--- src/rtl/uvlo_pkg.sv ---
package uvlo_pkg;

    typedef enum logic {
        ST_UNDER = 1'b0,
        ST_GOOD  = 1'b1
    } uvlo_state_e;

    function automatic int cnt_width(input int filt);
        return (filt > 2) ? $clog2(filt) : 1;
    endfunction

endpackage

--- src/rtl/uvlo_sync.sv ---
module uvlo_sync #(
    parameter int STAGES = 2
) (
    input  logic clk_i,
    input  logic rst_i,
    input  logic d_i,
    output logic q_o
);
    logic [STAGES-1:0] chain_q;

    generate
        for (genvar g = 0; g < STAGES; g++) begin : g_stage
            if (g == 0) begin : g_first
                always_ff @(posedge clk_i) begin
                    if (rst_i) chain_q[g] <= 1'b0;
                    else       chain_q[g] <= d_i;
                end
            end else begin : g_next
                always_ff @(posedge clk_i) begin
                    if (rst_i) chain_q[g] <= 1'b0;
                    else       chain_q[g] <= chain_q[g-1];
                end
            end
        end
    endgenerate

    assign q_o = chain_q[STAGES-1];
endmodule

--- src/rtl/uvlo_period_latch.sv ---
module uvlo_period_latch (
    input  logic clk_i,
    input  logic rst_i,
    input  logic tick_i,
    input  logic hit_s_i,
    output logic seen_o,
    output logic smp_vld_o,
    output logic smp_good_o
);
    logic hit_d_q;
    logic seen_q;
    logic vld_q;
    logic good_q;
    logic rise;

    assign rise = hit_s_i & ~hit_d_q;

    always_ff @(posedge clk_i) begin
        if (rst_i) begin
            hit_d_q <= 1'b0;
            seen_q  <= 1'b0;
            vld_q   <= 1'b0;
            good_q  <= 1'b0;
        end else begin
            hit_d_q <= hit_s_i;
            vld_q   <= tick_i;
            if (tick_i) begin
                good_q <= seen_q | rise;
                seen_q <= 1'b0;
            end else if (rise) begin
                seen_q <= 1'b1;
            end
        end
    end

    assign seen_o     = seen_q;
    assign smp_vld_o  = vld_q;
    assign smp_good_o = good_q;
endmodule

--- src/rtl/uvlo_filter_fsm.sv ---
module uvlo_filter_fsm
    import uvlo_pkg::*;
#(
    parameter int FILT_COUNT = 7,
    localparam int CNT_W = cnt_width(FILT_COUNT)
) (
    input  logic             clk_i,
    input  logic             rst_i,
    input  logic             smp_vld_i,
    input  logic             smp_good_i,
    output uvlo_state_e      state_o,
    output logic [CNT_W-1:0] cnt_o
);
    localparam logic [CNT_W-1:0] LAST = CNT_W'(FILT_COUNT - 1);

    uvlo_state_e      state_q, state_n;
    logic [CNT_W-1:0] cnt_q, cnt_n;
    logic             opposite;

    always_comb begin
        state_n  = state_q;
        cnt_n    = cnt_q;
        opposite = 1'b0;
        unique case (state_q)
            ST_UNDER: opposite = smp_vld_i &  smp_good_i;
            ST_GOOD:  opposite = smp_vld_i & ~smp_good_i;
        endcase
        if (opposite) begin
            if (cnt_q == LAST) begin
                cnt_n = '0;
                unique case (state_q)
                    ST_UNDER: state_n = ST_GOOD;
                    ST_GOOD:  state_n = ST_UNDER;
                endcase
            end else begin
                cnt_n = cnt_q + 1'b1;
            end
        end
    end

    always_ff @(posedge clk_i) begin
        if (rst_i) begin
            state_q <= ST_UNDER;
            cnt_q   <= '0;
        end else begin
            state_q <= state_n;
            cnt_q   <= cnt_n;
        end
    end

    assign state_o = state_q;
    assign cnt_o   = cnt_q;
endmodule

--- src/rtl/uvlo_qual.sv ---
module uvlo_qual
    import uvlo_pkg::*;
#(
    parameter int FILT_COUNT  = 7,
    parameter int SYNC_STAGES = 2,
    localparam int CNT_W = cnt_width(FILT_COUNT)
) (
    input  logic clk_i,
    input  logic rst_i,
    input  logic osc_tick_i,
    input  logic ramp_hit_i,
    output logic pgood_o,
    output logic ss_en_o,
    output logic drv_off_o
);
    logic             hit_s;
    logic             seen;
    logic             smp_vld;
    logic             smp_good;
    uvlo_state_e      state;
    logic [CNT_W-1:0] cnt;

    uvlo_sync #(.STAGES(SYNC_STAGES)) u_sync (
        .clk_i (clk_i),
        .rst_i (rst_i),
        .d_i   (ramp_hit_i),
        .q_o   (hit_s)
    );

    uvlo_period_latch u_latch (
        .clk_i      (clk_i),
        .rst_i      (rst_i),
        .tick_i     (osc_tick_i),
        .hit_s_i    (hit_s),
        .seen_o     (seen),
        .smp_vld_o  (smp_vld),
        .smp_good_o (smp_good)
    );

    uvlo_filter_fsm #(.FILT_COUNT(FILT_COUNT)) u_fsm (
        .clk_i      (clk_i),
        .rst_i      (rst_i),
        .smp_vld_i  (smp_vld),
        .smp_good_i (smp_good),
        .state_o    (state),
        .cnt_o      (cnt)
    );

    always_comb begin
        unique case (state)
            ST_UNDER: begin
                pgood_o   = 1'b0;
                ss_en_o   = 1'b0;
                drv_off_o = 1'b1;
            end
            ST_GOOD: begin
                pgood_o   = 1'b1;
                ss_en_o   = 1'b1;
                drv_off_o = 1'b0;
            end
        endcase
    end
endmodule

--- config.mk ---
export PLATFORM = sky130hd
export DESIGN_NAME = uvlo_qual
export DESIGN_NICKNAME = d
export VERILOG_FILES = /design/src/rtl/uvlo_pkg.sv /design/src/rtl/uvlo_sync.sv /design/src/rtl/uvlo_period_latch.sv /design/src/rtl/uvlo_filter_fsm.sv /design/src/rtl/uvlo_qual.sv
export SDC_FILE = /design/constraint.sdc
export NUM_CORES = 1
export LEC_CHECK = 0
export ABC_AREA = 1
export BUFFER_PORTS_ARGS = -buffer_cell sky130_fd_sc_hd__buf_4
export CAP_MARGIN = 20
export CORE_AREA = 3 3 40 42
export CTS_BUF_LIST = sky130_fd_sc_hd__clkbuf_16
export DETAILED_ROUTE_END_ITERATION = 10
export DIE_AREA = 0 0 43 45
export PLACE_DENSITY = 0.56
export SLEW_MARGIN = 40
export SYNTH_ARGS = -nofsm -noshare
export SYNTH_HDL_FRONTEND = slang
export SYNTH_SLANG_ARGS = --single-unit
--- constraint.sdc ---
create_clock -name clk_i -period 1.06 [get_ports clk_i]
set_input_delay 0.159 -clock clk_i [delete_from_list [all_inputs] [get_ports clk_i]]
set_output_delay 0.159 -clock clk_i [all_outputs]
set_load 0.02 [all_outputs]
==> out/qor.txt <==
Status: completed
Post-route cell area: 534.3 µm²
Initial Utilization: 0.3145
Critical path's slowest cell: dfxtp_1
Number of global-route vias before repair: 322
Total track usage: 0.07943
Drt total wl: 621 µm
Hold_sp: osc_tick_i
Nets: 71
Clock-pin slew on the worst setup and hold paths: 0.04 ns
Max frequency: 1019 MHz
R2r startpoint: u_fsm.state_o
Later-pin clock latency in the skew report: 0.23 ns
Worst Hold Slack: 0.1080 ns
Delay-heaviest family, CP: flip-flops
CTS tree: built
Final worst setup slack: 0.07874 ns
Register area share after synthesis: 0.4954
Core area: 0.001285 mm²
Unrepaired setup endpoints after global routing: false
Syn avg cell area: 6.968 µm²
Io pins: 7
P_leak: 0.2537 nW
Die ar.: 0.001935 mm²
Post-route ant nets: 0
CTS root buf: clkbuf_16
TritonRoute pass-1 iters: 2
Post-Syn Area: 404.1 µm²
Crit share post-route: 0.9257
Setup bufs post-CTS: 0
Post-synth top area share: 0.4954
Sequential cell area: 200.2 µm²
Crit path max fanout: 6
Setup Slack @ Placement: 0.1157 ns
Post_cts resized: 0
CTS Buf Count: 3
Pin count of the biggest net entering global routing: 9
Final Slew Violations: 0
Synth unique cells: 14
P per Cell Area: 1997 mW/mm²
Syn. warnings: 0
Final Core Density: 0.4158
Via count: 343
Hold Vio Cnt, Final: 0
Bufs on Longest Clock Path: 2
DRC Markers: 0
Arrival @ worst endpoint: 0.82 ns
Synth cell count leaders: nor2_1 (13), nand2_1 (12), inv_1 (11)
Placed cell areas: 455.4 µm²
Routed vias/inst: 4.235
Clk sink count: 10
Prevailing post-synth register cell: dfxtp_1
Area leader, netlist: dfxtp_1
Worst-margin pin slew: 0.1942 ns
Post-synth net total: 62
Total power: 1.067 mW
Crit-path max cell delay: 0.39 ns
FP Rows: 13
Port buffer count: 6
Worst Setup Start Kind: flip-flop
Hpwl dp: 493.9 µm
Synthesis-stage register bit count: 10
Largest cells by area after synthesis: dfxtp_1 (50%), nor2_1 (12%), nand2_1 (11%)
# setup viols final: 0
Most frequent cell after synthesis: nor2_1
Final GP Congestion: 0.7147
WP data required: 0.90 ns
GRT overflow: 0
CTS Hold Bufs: 0
Critical Path Source: u_fsm.state_o
Worst Setup Path Type: flip-flop to output pin
EDFF count, synth: 0
Initial antenna violation count: 0
Placed insts: 77
Post-Synthesis Cells: 58
Layout area overhead: 32.20%
Area of the multi-input gates: 150.1 µm²
TNS Setup: 0 ns
Max VDD drop: 0.9742 mV
WP buf/inv: 2
Layout cells sized above 1: 0.1515
DRT iter0 DRCs: 1
Max-cap violations: 0
H-Tree Depth: 1
Count of filler cells inserted in the layout: 142
Antenna Cells: 0
Post-layout min period: 0.9813 ns
Skew final: 0.002805 ns
Crit-path cells: inv_1 > buf_4
Layout Cells excl Fill: 81
Crit. End Element: output pin
Asr flop ratio synth: 0
Die Wd: 43 µm
Slew margin rel.: 0.8703
Die height: 45 µm
First-pass GRT wire length: 1110 µm
Worst Hold Class: input pin to flip-flop
Wirelength per Cell: 7.667 µm
==> placed cells by master, fill, tap and decap left out <==
| master | Yosys | layout |
|---|---|---|
| o21ai_1 | 1 | 1 |
| buf_4 | 1 | 6 |
| inv_1 | 11 | 11 |
| o21ai_0 | 3 | 3 |
| clkinv_1 | 0 | 1 |
| nor2_2 | 1 | 1 |
| nand3_1 | 1 | 1 |
| clkbuf_16 | 0 | 3 |
| dfxtp_1 | 10 | 10 |
| o31ai_1 | 1 | 1 |
| nor3_1 | 1 | 1 |
| nand2_1 | 12 | 12 |
| nor2_1 | 13 | 13 |
| a21oi_1 | 1 | 1 |
| nand3b_1 | 1 | 1 |
==> final timing paths <==
| check | to | slack (ns) | cells after the start |
|---|---|---|---|
| worst min register to register | u_sync.q_o | 0.41 | 2 |
| worst min-delay path | u_latch.seen_o | 0.11 | 2 |
| worst max register to register | u_fsm.cnt_o[2] | 0.11 | 5 |
| worst max-delay path | drv_off_o | 0.08 | 2 |
==> power by group <==
| group | switching [mW] | leakage (nW) | internal [mW] |
|---|---|---|---|
| Clock | 0.150 | 0.0385 | 0.492 |
| Sequential | 0.00490 | 0.0815 | 0.388 |
| Combinational | 0.0177 | 0.134 | 0.0146 |
| Total | 0.173 | 0.254 | 0.895 |
==> area by class of cell <==
cell class                      instances  share of cell area
Tap cell                               15             0.03513
Multi-Input combinational cell         35              0.2810
Clock buffer                            3              0.1405
Inverter                               11             0.07728
Clock inverter                          1            0.007026
Timing Repair Buffer                    6             0.08431
Sequential cell                        10              0.3747
==> registers in the layout, summed over array words and instances (netlist names) <==
register	cells
u_latch.smp_good_o	1
u_latch.hit_d_q	1
u_latch.smp_vld_o	1
u_sync.q_o	1
u_fsm.cnt_o	3
u_fsm.state_o	1
u_latch.seen_o	1
u_sync.chain_q	1
==> worst register-to-register path: stages, from the launching register on <==
cell     delay (ns)
dfxtp_1        0.39
nor2_1         0.09
nor2_2         0.16
nand2_1        0.07
nand2_1        0.07
nor2_1         0.05
==> metal layers <==
metal / part of all wire / track usage / vias to the layer above
li1: - / - / 188
met5: 0 / 0 / -
met1: 0.52 / 0.08780 / 147
met3: 0.043 / 0.01195 / 2
met4: 0.014 / 0.09036 / 0
met2: 0.42 / 0.1228 / 6
==> kinds of logic after synthesis <==
family,synth area share
AOI/OAI and AO/OA,0.08047
and+or+nand+nor,0.2910
buffers and inverters,0.1331
DFF,0.4954
Power figures use the tool's default switching activity.
